File: src/rtl/tdac_pkg.sv
// Shared definitions for the two-stage tuning modulator.
// Assumes: the coarse field and the step counter have the same width.
package tdac_pkg;

    // Clock-rate selection as seen by the step timer.
    typedef enum logic {
        RATE_SLOW = 1'b0,
        RATE_FAST = 1'b1
    } tdac_rate_e;

    localparam int unsigned TDAC_COARSE_W = 6;
    localparam int unsigned TDAC_FINE_W   = 7;
    localparam int unsigned TDAC_SLOW_DIV = 2;
    localparam int unsigned TDAC_FAST_DIV = 4;

endpackage

File: src/rtl/tdac_step_timer.sv
// Step timer: divides the clock into steps and steps into periods.
// Holds the rate select, reloading it only at a period boundary.
// Assumes: SLOW_DIV and FAST_DIV are both at least 2.
module tdac_step_timer
    import tdac_pkg::*;
#(
    parameter int unsigned STEP_W   = TDAC_COARSE_W,
    parameter int unsigned SLOW_DIV = TDAC_SLOW_DIV,
    parameter int unsigned FAST_DIV = TDAC_FAST_DIV
) (
    input  logic              clk,
    input  logic              rst_n,
    input  logic              rate_fast_i,
    output logic [STEP_W-1:0] step_o,
    output logic              period_end_o
);

    localparam int unsigned MAX_DIV = (FAST_DIV > SLOW_DIV) ? FAST_DIV : SLOW_DIV;
    localparam int unsigned PRESC_W = $clog2(MAX_DIV);
    localparam logic [PRESC_W-1:0] SLOW_LAST = PRESC_W'(SLOW_DIV - 1);
    localparam logic [PRESC_W-1:0] FAST_LAST = PRESC_W'(FAST_DIV - 1);
    localparam logic [STEP_W-1:0]  STEP_LAST = {STEP_W{1'b1}};

    logic [PRESC_W-1:0] presc_q;
    logic [STEP_W-1:0]  step_q;
    tdac_rate_e         rate_q;
    logic [PRESC_W-1:0] div_last;
    logic               tick;
    logic               period_end;

    // Pick the last prescaler count for the active rate.
    always_comb begin
        div_last = (rate_q == RATE_FAST) ? FAST_LAST : SLOW_LAST;
    end

    // Flag the final cycle of a step and of a period.
    always_comb begin
        tick       = (presc_q == div_last);
        period_end = tick && (step_q == STEP_LAST);
    end

    // Advance the prescaler and the step counter.
    always_ff @(posedge clk) begin
        if (!rst_n) begin
            presc_q <= '0;
            step_q  <= '0;
        end else if (tick) begin
            presc_q <= '0;
            step_q  <= step_q + {{(STEP_W-1){1'b0}}, 1'b1};
        end else begin
            presc_q <= presc_q + {{(PRESC_W-1){1'b0}}, 1'b1};
        end
    end

    // Capture the rate select in reset and at each period boundary.
    always_ff @(posedge clk) begin
        if (!rst_n || period_end) begin
            rate_q <= tdac_rate_e'(rate_fast_i);
        end
    end

    assign step_o       = step_q;
    assign period_end_o = period_end;

    p_presc_bound_r3: assert property (@(posedge clk) disable iff (!rst_n)
        presc_q <= div_last);

    p_step_hold_r3: assert property (@(posedge clk) disable iff (!rst_n)
        !tick |=> $stable(step_q));

    p_rate_hold_r4: assert property (@(posedge clk) disable iff (!rst_n)
        !period_end |=> $stable(rate_q));

endmodule

File: src/rtl/tdac_fine_seq.sv
// Fine sequencer: keeps the period index and decides, at each boundary,
// whether the coming period is stretched by one step. It does this by
// comparing the fine value against the bit-reversed index of that period.
// Assumes: period_end_i is high for exactly one cycle per period.
module tdac_fine_seq #(
    parameter int unsigned FINE_W = tdac_pkg::TDAC_FINE_W
) (
    input  logic              clk,
    input  logic              rst_n,
    input  logic              period_end_i,
    input  logic [FINE_W-1:0] fine_i,
    output logic              stretch_o
);

    logic [FINE_W-1:0] frame_q;
    logic [FINE_W-1:0] frame_nxt;
    logic [FINE_W-1:0] frame_rev;
    logic              stretch_q;

    // Index of the period about to start.
    always_comb begin
        frame_nxt = frame_q + {{(FINE_W-1){1'b0}}, 1'b1};
    end

    // Mirror the index bits so that consecutive indices scatter evenly.
    for (genvar g = 0; g < FINE_W; g++) begin : g_rev
        assign frame_rev[g] = frame_nxt[FINE_W-1-g];
    end

    // Step the period index and latch the stretch decision at a boundary.
    always_ff @(posedge clk) begin
        if (!rst_n) begin
            frame_q   <= '0;
            stretch_q <= 1'b0;
        end else if (period_end_i) begin
            frame_q   <= frame_nxt;
            stretch_q <= (fine_i > frame_rev);
        end
    end

    assign stretch_o = stretch_q;

    p_frame_step_r11: assert property (@(posedge clk) disable iff (!rst_n)
        period_end_i |=> frame_q == FINE_W'($past(frame_q) + 1));

    p_stretch_hold_r7: assert property (@(posedge clk) disable iff (!rst_n)
        !period_end_i |=> ($stable(stretch_q) && $stable(frame_q)));

endmodule

File: src/rtl/tdac_pwm_core.sv
// Coarse modulator: holds the coarse value for a whole period and
// drives a registered output that is high while step < coarse + stretch.
// Assumes: the step counter wraps at 2**STEP_W.
module tdac_pwm_core #(
    parameter int unsigned STEP_W = tdac_pkg::TDAC_COARSE_W
) (
    input  logic              clk,
    input  logic              rst_n,
    input  logic [STEP_W-1:0] step_i,
    input  logic              period_end_i,
    input  logic [STEP_W-1:0] coarse_i,
    input  logic              stretch_i,
    output logic              pwm_o
);

    localparam logic [STEP_W-1:0] STEP_LAST = {STEP_W{1'b1}};

    logic [STEP_W-1:0] coarse_q;
    logic [STEP_W:0]   width;
    logic              high_d;
    logic              pwm_q;

    // Latch the coarse value only at a period boundary.
    always_ff @(posedge clk) begin
        if (!rst_n) begin
            coarse_q <= '0;
        end else if (period_end_i) begin
            coarse_q <= coarse_i;
        end
    end

    // Width in steps, one bit wider so that 63 + 1 does not wrap.
    always_comb begin
        width  = {1'b0, coarse_q} + {{STEP_W{1'b0}}, stretch_i};
        high_d = ({1'b0, step_i} < width);
    end

    // Register the output so it carries no comparator glitches.
    always_ff @(posedge clk) begin
        if (!rst_n) begin
            pwm_q <= 1'b0;
        end else begin
            pwm_q <= high_d;
        end
    end

    assign pwm_o = pwm_q;

    p_coarse_hold_r7: assert property (@(posedge clk) disable iff (!rst_n)
        !period_end_i |=> $stable(coarse_q));

    p_zero_low_r8: assert property (@(posedge clk) disable iff (!rst_n)
        (coarse_q == '0 && !stretch_i) |=> !pwm_o);

    p_first_step_r2: assert property (@(posedge clk) disable iff (!rst_n)
        (step_i == '0 && (coarse_q != '0 || stretch_i)) |=> pwm_o);

    p_top_step_r9: assert property (@(posedge clk) disable iff (!rst_n)
        (step_i == STEP_LAST && !stretch_i) |=> !pwm_o);

    p_full_period_r10: assert property (@(posedge clk) disable iff (!rst_n)
        (coarse_q == STEP_LAST && stretch_i) |=> pwm_o);

endmodule

File: src/rtl/tdac_tuning_pwm.sv
// Two-stage tuning modulator top. The coarse field sets the high time of
// a 64-step period. The fine field stretches selected periods by one step.
// Assumes: inputs are synchronous to clk. All of them are sampled only at
// a period boundary.
module tdac_tuning_pwm
    import tdac_pkg::*;
#(
    parameter int unsigned COARSE_W = TDAC_COARSE_W,
    parameter int unsigned FINE_W   = TDAC_FINE_W,
    parameter int unsigned SLOW_DIV = TDAC_SLOW_DIV,
    parameter int unsigned FAST_DIV = TDAC_FAST_DIV
) (
    input  logic                clk,
    input  logic                rst_n,
    input  logic                rate_fast_i,
    input  logic [COARSE_W-1:0] coarse_i,
    input  logic [FINE_W-1:0]   fine_i,
    output logic                tune_o
);

    logic [COARSE_W-1:0] step;
    logic                period_end;
    logic                stretch;

    tdac_step_timer #(
        .STEP_W   (COARSE_W),
        .SLOW_DIV (SLOW_DIV),
        .FAST_DIV (FAST_DIV)
    ) i_timer (
        .clk          (clk),
        .rst_n        (rst_n),
        .rate_fast_i  (rate_fast_i),
        .step_o       (step),
        .period_end_o (period_end)
    );

    tdac_fine_seq #(
        .FINE_W (FINE_W)
    ) i_fine (
        .clk          (clk),
        .rst_n        (rst_n),
        .period_end_i (period_end),
        .fine_i       (fine_i),
        .stretch_o    (stretch)
    );

    tdac_pwm_core #(
        .STEP_W (COARSE_W)
    ) i_core (
        .clk          (clk),
        .rst_n        (rst_n),
        .step_i       (step),
        .period_end_i (period_end),
        .coarse_i     (coarse_i),
        .stretch_i    (stretch),
        .pwm_o        (tune_o)
    );

endmodule

File: config.mk
export PLATFORM = sky130hd
export DESIGN_NAME = tdac_tuning_pwm
export DESIGN_NICKNAME = d
export VERILOG_FILES = /design/src/rtl/tdac_pkg.sv /design/src/rtl/tdac_step_timer.sv /design/src/rtl/tdac_fine_seq.sv /design/src/rtl/tdac_pwm_core.sv /design/src/rtl/tdac_tuning_pwm.sv
export SDC_FILE = /design/constraint.sdc
export NUM_CORES = 1
export LEC_CHECK = 0
export BUFFER_PORTS_ARGS = -buffer_cell sky130_fd_sc_hd__buf_4
export CORE_UTILIZATION = 45
export CTS_BUF_LIST = sky130_fd_sc_hd__clkbuf_2
export DETAILED_ROUTE_END_ITERATION = 16
export PLACE_DENSITY = 0.73
export SLEW_MARGIN = 0
export SYNTH_ARGS = -nofsm -noshare
export SYNTH_HDL_FRONTEND = slang
export SYNTH_SLANG_ARGS = --single-unit
File: constraint.sdc
create_clock -name clk -period 1.8 [get_ports clk]
set_clock_uncertainty 0.1 [all_clocks]
set_input_delay 0.36 -clock clk [delete_from_list [all_inputs] [get_ports clk]]
set_output_delay 0.36 -clock clk [all_outputs]
set_load 0.02 [all_outputs]
==> reports/qor.csv, run 1 <==
stage,metric,value,unit
global_route,globalRouteOverflowTotal,0,
pwr,peakVddDrop,0.594,mV
synth,synth_top_cell_by_area,dfxtp_1,
floorplan,rows,20,
finish,layout_common_cells,"30 x buf_4, 19 x dfxtp_1, 12 x ha_1",
floorplan,core,3030,sq um
pwr,power_per_cell_area,546,nW/um^2
pwr,p_leak,0.756,nW
finish,fillCellCount,260,
floorplan,die_area,3380,sq um
finish,final_core_util,60.6,%
clock_tree,root_buffer,clkbuf_2,
place,dp_hpwl,2.07,mm
detailed_routing,detail-route-antenna-nets,0,
outcome,status,"complete, but fails checks",
timing,slew_headroom,83.8,%
worst_setup_path,r2r_cells,9,
global_route,grtUsageTotal,19.0,%
floorplan,start_util,46.9,%
finish,synthToLayoutAreaGrowth,29.2,%
detailed_routing,vias_per_cell,5.04,
timing,worst_slew_pin_slew,0.243,ns
detailed_routing,vias,1129,
timing,setup_viol,2,
timing,final_max_slew_viol_count,0,
worst_setup_path,cp-endpoint,i_fine.stretch_o,
worst_setup_path,endpoint_kind,register,
floorplan,die_w,58.2,microns
detailed_routing,drt_iter0_markers,25,
clock_tree,worstSkewPairLatency,0.36,ns
worst_hold_path,whs_path_depth,1,
finish,layout-drive-gt1-share,29.4,%
synth,netlist.area_leader.share,32.4,%
global_route,antenna_found_initial,0,
synth,ys_async_sr_fraction,0,%
synth,ys_ff_latch,24,
worst_setup_path,cp_max_fo,3,
synth,synthCells,151,
timing,finalSetupTns,-0.142,ns
clock_tree,cts_made_buffers,3,
timing,clock.fmax,522,MHz
place,gp_congestion,0.802,
place,io_buffers,16,
clock_tree,ctsHoldBuffers,0,
floorplan,pin_count,17,
synth,synth_area_leaders,"dfxtp_1 32%, ha_1 14%, xnor2_1 8.0%, mux2i_1 4.9%, nor2b_1 4.0%",
timing,min_period,1.92,ns
worst_setup_path,r2r-end,i_fine.stretch_o,
worst_setup_path,rrSetupSlack,-0.12,ns
floorplan,die_h,58.2,microns
timing,final.setup.worst_slack,-0.116,ns
worst_setup_path,r2r_start,i_fine.frame_q[1],
run,maxCapViolCount,0,
detailed_routing,drc,0,
worst_setup_path,cp.required,2.00,ns
synth,synth-edff-count,1,
clock_tree,cts_num_sinks,24,
clock_tree,clk_path_buf_depth,2,
outcome,violations,negative setup slack,
synth,syn-num-nets,183,
clock_tree,clk_pin_slew,0.24,ns
worst_setup_path,critPathLaunch,i_fine.frame_q[1],
worst_setup_path,cp-start-kind,register,
global_route,grt_max_degree,26,
timing,fin_crit_sh,106,%
worst_setup_path,arrival,2.11,ns
finish,final_common_cell,buf_4,
detailed_routing,routed_wirelength,2.86,mm
detailed_routing,avgRoutedWirePerCell,12.8,microns
worst_setup_path,worstSetupPathType,reg2reg,
detailed_routing,firstDrtPassIters,4,
global_route,grt_pass1_wl,4.94,mm
synth,ys.warnings.count,0,
worst_hold_path,hp-class,in2reg,
synth,synth.lib_cells_used.distinct,32,
timing,final_hold_viol_count,0,
clock_tree,htreeDepth,1,
synth,synth_area,1420,sq um
global_route,grt_pass1_vias,1155,
finish,n_antenna_cell,0,
synth,yosysSeqAreaShare,34.5,%
finish,nets,213,
synth,synth_flop_cell,dfxtp_1,
clock_tree,tritoncts,yes,
synth,avgSynthCellArea,9.40,sq um
timing,rsz0062_at_grt,true,
-- critical path, cell delays in order, from the launching register on --
cell      delay (ns)
dfxtp_4         0.41
ha_4            0.14
and3_4          0.20
nand3_4         0.09
xnor2_2         0.15
ha_2            0.16
nand3b_1        0.16
a21oi_2         0.16
nor3_2          0.06
o31ai_1         0.24
-- state kept, by name, summed over array words and instances (netlist names) --
register,cells
i_timer.presc_q,2
i_timer.step_o,6
i_fine.stretch_o,1
i_fine.frame_q,7
i_core.coarse_q,6
i_timer.rate_q,1
i_core.pwm_o,1
-- layer usage --
layer / vias up / part of all wire (%) / GRT usage (%)
met5: - / 0 / 0
met4: 0 / 1.1 / 5.10
met3: 5 / 2.4 / 4.02
met2: 10 / 53 / 35.6
met1: 524 / 43 / 21.6
li1: 590 / - / -
-- final cells by class --
cell class	instances	area, sq um	area share, %
repair buffers	30	225	12.3
inverters	5	18.8	1.02
clock buffers	3	15.0	0.819
clock inverters	1	30.0	1.64
well taps	44	55.1	3.00
flip-flops and latches	24	500	27.3
multi-input cells	117	990	54.0
-- Yosys cell counts, drive strengths merged, types with 7 or more instances --
library cell / number
a21boi: 7
and2: 8
dfxtp: 23
ha: 16
mux2i: 7
nand3: 9
nor2b: 9
o21ai: 9
xnor2: 14
-- through the flow --
step / instances / total power [mW] / setup slack [ns] / instance area, sq um / hold slack [ns]
after floorplan: 151 / 0.606 / 0.0140 / 1440 / 0.349
after global placement: 217 / 0.645 / -0.0997 / 1670 / 0.381
after detailed placement: 217 / 0.651 / -0.140 / 1670 / 0.385
after CTS: 223 / 1.01 / -0.140 / 1780 / 0.0486
after global routing: 224 / 1.04 / -0.249 / 1830 / 0.0103
final: 224 / 1.00 / -0.116 / 1830 / 0.0520
-- kinds of logic after synthesis --
logic type               synth area share (%)
buffers and inverters                    3.26
adder cells (fa/ha/maj)                  14.1
XOR/XNOR                                 10.4
multiplexers                             4.93
AO/OA/AOI/OAI                            10.3
flip-flops                               34.5
AND/OR/NAND/NOR                          22.5
-- report_power, final --
part	internal [mW]	switching, mW	total (mW)
clock network	0.191	0.169	0.360
logic	0.0516	0.0406	0.0922
registers	0.541	0.00780	0.549
-- worst min path at each step --
stage / end / slack [ns] / start
detailed placement: i_fine.stretch_o / 0.39 / i_fine.stretch_o
CTS: i_timer.rate_q / 0.05 / rate_fast_i
global placement: i_fine.frame_q[6] / 0.38 / i_fine.frame_q[6]
global route: i_timer.rate_q / 0.01 / rate_fast_i
finish: i_timer.rate_q / 0.05 / rate_fast_i
floorplan: i_fine.stretch_o / 0.35 / i_fine.stretch_o
-- repair_timing --
item	in CTS	in global routing
pin swaps	8	7
endpoints found under the hold margin	0	0
gates resized for setup	11	9
setup buffers	2	1
endpoints found under the setup margin	2	7
Note: power is estimated with default switching activity, not from simulation.
==> run 2, diff against run 1 <==
--- a/config.mk
+++ b/config.mk
@@ -7,10 +7,11 @@
 export LEC_CHECK = 0
 export BUFFER_PORTS_ARGS = -buffer_cell sky130_fd_sc_hd__buf_4
 export CORE_UTILIZATION = 45
-export CTS_BUF_LIST = sky130_fd_sc_hd__clkbuf_2
+export CTS_BUF_LIST = sky130_fd_sc_hd__clkbuf_4
 export DETAILED_ROUTE_END_ITERATION = 16
 export PLACE_DENSITY = 0.73
 export SLEW_MARGIN = 0
 export SYNTH_ARGS = -nofsm -noshare
 export SYNTH_HDL_FRONTEND = slang
 export SYNTH_SLANG_ARGS = --single-unit
+export TNS_END_PERCENT = 1
==> reports/qor.csv, run 2 (synthesis gave the netlist of run 1 again) <==
stage,metric,value,unit
clock_tree,tritoncts,yes,
floorplan,pin_count,17,
floorplan,die_w,58.2,microns
global_route,globalRouteOverflowTotal,0,
pwr,p_leak,0.760,nW
global_route,grt_pass1_vias,1139,
clock_tree,ctsHoldBuffers,0,
detailed_routing,wl_met3,67,microns
detailed_routing,top_layer_used,met4,
outcome,status,"complete, but fails checks",
timing,final.setup.worst_slack,-0.107,ns
detailed_routing,routed_wirelength,2.69,mm
floorplan,die_area,3380,sq um
worst_setup_path,cp.required,1.94,ns
global_route,antenna_found_initial,0,
finish,largest_reg_flops,7,
pwr,p_comb_share,8.9,%
place,gp_congestion,0.802,
timing,fin_hold_ws,0.103,ns
pwr,swShare,20.5,%
detailed_routing,detail-route-antenna-nets,0,
global_route,grtUsageTotal,17.8,%
finish,top_register,i_fine.frame_q,
finish,final_common_cell,buf_4,
pwr,p_int,0.816,mW
clock_tree,clk_pin_slew,0.14,ns
detailed_routing,route.met2.wl,1.40,mm
run,maxCapViolCount,0,
worst_setup_path,cp-start-kind,register,
detailed_routing,vias_per_cell,4.96,
detailed_routing,drc,0,
finish,layout.cells.non_filler,224,
worst_setup_path,endpoint_kind,register,
timing,worst_slew_pin_slew,0.228,ns
pwr,switchingPower,0.211,mW
pwr,clkPwrFrac,37.8,%
place,io_buffers,16,
clock_tree,clk_path_buf_depth,2,
finish,final_core_util,59.3,%
timing,slew_headroom,84.7,%
finish,fillCellCount,267,
detailed_routing,avgRoutedWirePerCell,12.0,microns
timing,final_max_slew_viol_count,0,
clock_tree,cts_num_sinks,24,
finish,synthToLayoutAreaGrowth,26.4,%
timing,rsz0062_at_grt,true,
clock_tree,worstSkewPairLatency,0.32,ns
floorplan,core,3030,sq um
timing,fin_crit_sh,106,%
clock_tree,cts_made_buffers,3,
floorplan,rows,20,
place,place_inst,217,
detailed_routing,drt_iter0_markers,31,
global_route,grt_max_degree,26,
worst_hold_path,hp-class,in2reg,
finish,n_antenna_cell,0,
timing,final_hold_viol_count,0,
timing,setup_viol,2,
finish,nets,213,
clock_tree,htreeDepth,1,
place,dp_slack,-0.140,ns
pwr,pwr-share-seq,53.2,%
pwr,peakVddDrop,0.599,mV
worst_setup_path,worstSetupPathType,reg2reg,
clock_tree,root_buffer,clkbuf_4,
floorplan,die_h,58.2,microns
detailed_routing,vias,1111,
timing,min_period,1.91,ns
outcome,violations,negative setup slack,
pwr,p_total,1.03,mW
global_route,grt_pass1_wl,4.69,mm
worst_setup_path,rrSetupSlack,-0.11,ns
detailed_routing,firstDrtPassIters,3,
finish,layout-drive-gt1-share,26.7,%
detailed_routing,met1_length,1.20,mm
worst_setup_path,cp_max_fo,3,
finish,layout_common_cells,"30 x buf_4, 19 x dfxtp_1, 13 x ha_1",
floorplan,start_util,46.9,%
worst_setup_path,arrival,2.05,ns
timing,clock.fmax,524,MHz
place,dp_hpwl,2.07,mm
pwr,power_per_cell_area,572,nW/um^2
run 2: cell counts in the layout (fill, tap and decap cells not counted):
Identical to the previous run, type by type.
run 2: power by group through the flow:
stage / combinational [mW] / sequential [mW] / clock, mW
2_1_floorplan: 0.0463 / 0.560 / 0
3_3_place_gp: 0.0837 / 0.561 / 0
3_5_place_dp: 0.0892 / 0.562 / 0
4_1_cts: 0.0897 / 0.548 / 0.401
5_1_grt: 0.101 / 0.548 / 0.424
6_report: 0.0916 / 0.547 / 0.389
run 2: area by class of cell:
| type | instances | area (sq um) | area share, % |
|---|---|---|---|
| clock inverters | 1 | 30.0 | 1.67 |
| inverters | 5 | 18.8 | 1.05 |
| flip-flops and latches | 24 | 500 | 27.9 |
| clock buffers | 3 | 22.5 | 1.25 |
| repair buffers | 30 | 225 | 12.5 |
| multi-input cells | 117 | 943 | 52.5 |
| well taps | 44 | 55.1 | 3.07 |
run 2: critical path, stage by stage, from the launching register on:
cell      delay, ns
dfxtp_4        0.39
ha_4           0.14
and3_4         0.21
nand3_4        0.09
xnor2_2        0.15
ha_2           0.16
nand3b_1       0.16
a21oi_2        0.16
nor3_2         0.06
o31ai_1        0.23
run 2: final timing paths:
kind	from	to	depth (start not counted)
worst max-delay path	i_fine.frame_q[1]	i_fine.stretch_o	9
worst min-delay path	rate_fast_i	i_timer.rate_q	1
worst max register to register	i_fine.frame_q[1]	i_fine.stretch_o	9
worst min register to register	i_fine.stretch_o	i_fine.stretch_o	2
run 2: timing repair:
item                                    CTS  global route
buffers inserted                          2             1
pin swaps                                 3             3
endpoints found under the setup margin    2             3
resized for setup                         4             8
run 2: routing by layer:
| metal | global-route usage [%] | up-vias |
|---|---|---|
| li1 | - | 592 |
| met1 | 20.8 | 509 |
| met2 | 33.0 | 8 |
| met3 | 4.69 | 2 |
| met4 | 3.06 | 0 |
| met5 | 0 | - |
run 2: stage by stage:
| step | TNS (ns) | area, sq um |
|---|---|---|
| final | -0.194 | 1800 |
| after global routing | -0.460 | 1800 |
| after CTS | -0.245 | 1750 |
| after detailed placement | -0.258 | 1670 |
| after global placement | -0.0997 | 1670 |
| after floorplan | 0 | 1440 |
==> run 3, diff against run 2 <==
--- a/config.mk
+++ b/config.mk
@@ -6,6 +6,7 @@
 export NUM_CORES = 1
 export LEC_CHECK = 0
 export BUFFER_PORTS_ARGS = -buffer_cell sky130_fd_sc_hd__buf_4
+export CORE_ASPECT_RATIO = 1.4
 export CORE_UTILIZATION = 45
 export CTS_BUF_LIST = sky130_fd_sc_hd__clkbuf_4
 export DETAILED_ROUTE_END_ITERATION = 16
@@ -13,5 +14,6 @@
 export SLEW_MARGIN = 0
 export SYNTH_ARGS = -nofsm -noshare
 export SYNTH_HDL_FRONTEND = slang
+export SYNTH_HIERARCHICAL = 1
 export SYNTH_SLANG_ARGS = --single-unit
 export TNS_END_PERCENT = 1
==> reports/qor.csv, run 3 <==
stage,metric,value,unit
detailed_routing,drt_iter0_markers,26,
detailed_routing,firstDrtPassIters,4,
synth,synth.most_common_cell,dfxtp_1,
pwr,switchingPower,0.205,mW
outcome,status,"finished, final reports clean",
synth,synth_common_cells,"23 x dfxtp_1, 17 x ha_1, 12 x a21oi_1, 12 x nand3_1",
timing,final_hold_viol_count,0,
worst_hold_path,worstHoldStart,rate_fast_i,
finish,layout_common_cells,"25 x buf_4, 16 x dfxtp_1, 15 x ha_1",
pwr,p_total,0.870,mW
run,maxCapViolCount,0,
pwr,peakVddDrop,0.403,mV
pwr,pwr-share-seq,63.3,%
synth,ys_async_sr_fraction,0,%
pwr,power_per_cell_area,492,nW/um^2
timing,final_max_slew_viol_count,0,
detailed_routing,routed_wirelength,2.94,mm
clock_tree,htreeDepth,1,
global_route,grtUsageTotal,18.9,%
global_route,grt_max_degree,21,
detailed_routing,vias_per_cell,5.37,
timing,fin_crit_sh,97.0,%
pwr,clkPwrFrac,27.7,%
worst_setup_path,r2r_start,i_fine/frame_q[0],
finish,n_antenna_cell,0,
place,io_buffers,16,
timing,min_period,1.75,ns
worst_setup_path,r2r-end,i_fine/stretch_o,
timing,finalSetupTns,0,ns
floorplan,die_w,49.6,microns
synth,ys.warnings.count,6,
worst_setup_path,r2r_cells,8,
worst_setup_path,worstSetupPathType,reg2reg,
global_route,globalRouteOverflowTotal,0,
synth,synth_flop_cell,dfxtp_1,
worst_setup_path,arrival,1.87,ns
global_route,grt_pass1_wl,4.93,mm
synth,avgSynthCellArea,9.21,sq um
clock_tree,tritoncts,yes,
finish,layout-drive-gt1-share,27.3,%
floorplan,die_area,3410,sq um
clock_tree,worstSkewPairLatency,0.32,ns
finish,largest_reg_flops,7,
floorplan,rows,23,
worst_setup_path,rrSetupSlack,0.05,ns
clock_tree,root_buffer,clkbuf_4,
global_route,antenna_found_initial,0,
worst_setup_path,cp-start-kind,register,
synth,synthCells,155,
place,gp_congestion,0.835,
worst_setup_path,cp.required,1.92,ns
timing,worst_slew_pin_slew,0.503,ns
clock_tree,clk_path_buf_depth,2,
worst_hold_path,whs_path_depth,1,
synth,netlist.area_leader.share,32.3,%
pwr,p_leak,0.677,nW
timing,rsz0062_at_grt,true,
synth,syn-num-nets,188,
synth,synth.lib_cells_used.distinct,27,
pwr,p_int,0.666,mW
timing,fin_hold_ws,0.122,ns
floorplan,pin_count,17,
synth,yosysSeqAreaShare,34.4,%
detailed_routing,drc,0,
worst_hold_path,min_to,i_timer/rate_q,
timing,setup_viol,0,
pwr,swShare,23.5,%
global_route,grt_pass1_vias,1187,
synth,synth-edff-count,1,
floorplan,start_util,48.6,%
clock_tree,cts_made_buffers,3,
finish,final_common_cell,buf_4,
worst_setup_path,endpoint_kind,register,
clock_tree,clk_pin_slew,0.14,ns
finish,top_register,i_fine/frame_q,
synth,ys_ff_latch,24,
timing,clock.fmax,573,MHz
synth,synth_top_cell_by_area,dfxtp_1,
finish,layout.cells.non_filler,220,
detailed_routing,vias,1182,
floorplan,core,2940,sq um
worst_setup_path,cp_max_fo,4,
clock_tree,cts_num_sinks,24,
synth,synth_area_leaders,"dfxtp_1 32%, ha_1 15%, xnor2_1 6.1%, mux2i_1 5.6%, xor2_1 4.3%",
detailed_routing,detail-route-antenna-nets,0,
finish,nets,217,
worst_hold_path,hp-class,in2reg,
pwr,p_comb_share,8.9,%
finish,synthToLayoutAreaGrowth,24.0,%
place,place_inst,215,
timing,slew_headroom,66.4,%
place,dp_hpwl,2.23,mm
floorplan,die_h,68.6,microns
synth,synth_area,1430,sq um
detailed_routing,avgRoutedWirePerCell,13.3,microns
## run 3: changes by cell type in the layout (fill, tap and decap cells not counted), sizes merged, moves of 4 or more
cell / previous run / this run
a21oi: 4 / 12
nand2: 5 / 10
xnor2: 14 / 10
and3: 5 / 1
nand3: 9 / 13
xor2: 2 / 7
a21boi: 7 / 1
## run 3: worst max path at each step
stage / end / slack [ns] / from
after floorplan: i_fine/stretch_o / 0.003 / i_fine/frame_q[1]
after global placement: i_fine/stretch_o / 0.04 / i_fine/frame_q[1]
after CTS: i_fine/stretch_o / 0.02 / i_fine/frame_q[3]
after global routing: i_fine/stretch_o / -0.05 / i_fine/frame_q[0]
after detailed placement: i_fine/stretch_o / 0.004 / i_fine/frame_q[1]
final: i_fine/stretch_o / 0.05 / i_fine/frame_q[0]
## run 3: routing by layer
metal | track usage, % | wire, microns | up-vias
met3 | 2.19 | 58 | 4
met1 | 20.3 | 1280 | 558
met4 | 8.57 | 38 | 0
met2 | 36.8 | 1560 | 12
met5 | 0 | 0 | -
li1 | - | - | 608
## run 3: cells by family (layout without fill, tap and decap cells)
logic type / Yosys count / in the layout / synth area share (%)
DFF: 24 / 24 / 34.4
and+or+nand+nor: 58 / 58 / 23.0
buffers and inverters: 8 / 36 / 2.72
AOI/OAI and AO/OA: 23 / 23 / 8.94
muxes: 8 / 8 / 5.61
adders and majority gates: 17 / 17 / 14.9
xor gates and xnor gates: 17 / 17 / 10.4
## run 3: cell type report
cell class	count	area [sq um]
multi-input combinational	123	961
clock buffer	3	22.5
timing repair buffer	27	219
tap	37	46.3
clock inverter	1	3.75
fill	278	1160
inverter	5	18.8
sequential	24	499
## run 3: critical path: stages (launching register included)
cell      delay [ns]
dfxtp_2         0.39
ha_4            0.16
nand3_2         0.08
xor2_1          0.15
ha_1            0.33
a21oi_2         0.12
a21oi_1         0.06
o221ai_1        0.18
a21boi_1        0.08
## run 3: power groups by stage
stage	Clock, mW	Combinational (mW)	Sequential [mW]
5_1_grt	0.272	0.0883	0.553
4_1_cts	0.249	0.0759	0.551
3_5_place_dp	0	0.0757	0.562
3_3_place_gp	0	0.0716	0.562
2_1_floorplan	0	0.0364	0.561
6_report	0.241	0.0779	0.551
## run 3: timing repair
item | CTS | global route
cloned | 0 | 0
endpoints found under the setup margin | 1 | 11
gates resized for setup | 1 | 17
buffers inserted | 0 | 1
hold buffers | 0 | 0
pin swaps | 0 | 9
## run 3: per-stage QoR
stage,setup WS (ns),area (sq um),utilization [%]
floorplan,0.00283,1440,-
global placement,0.0430,1680,57.1
detailed placement,0.00432,1680,57.1
CTS,0.0236,1700,58.0
global route,-0.0453,1770,60.3
finish,0.0534,1770,60.3
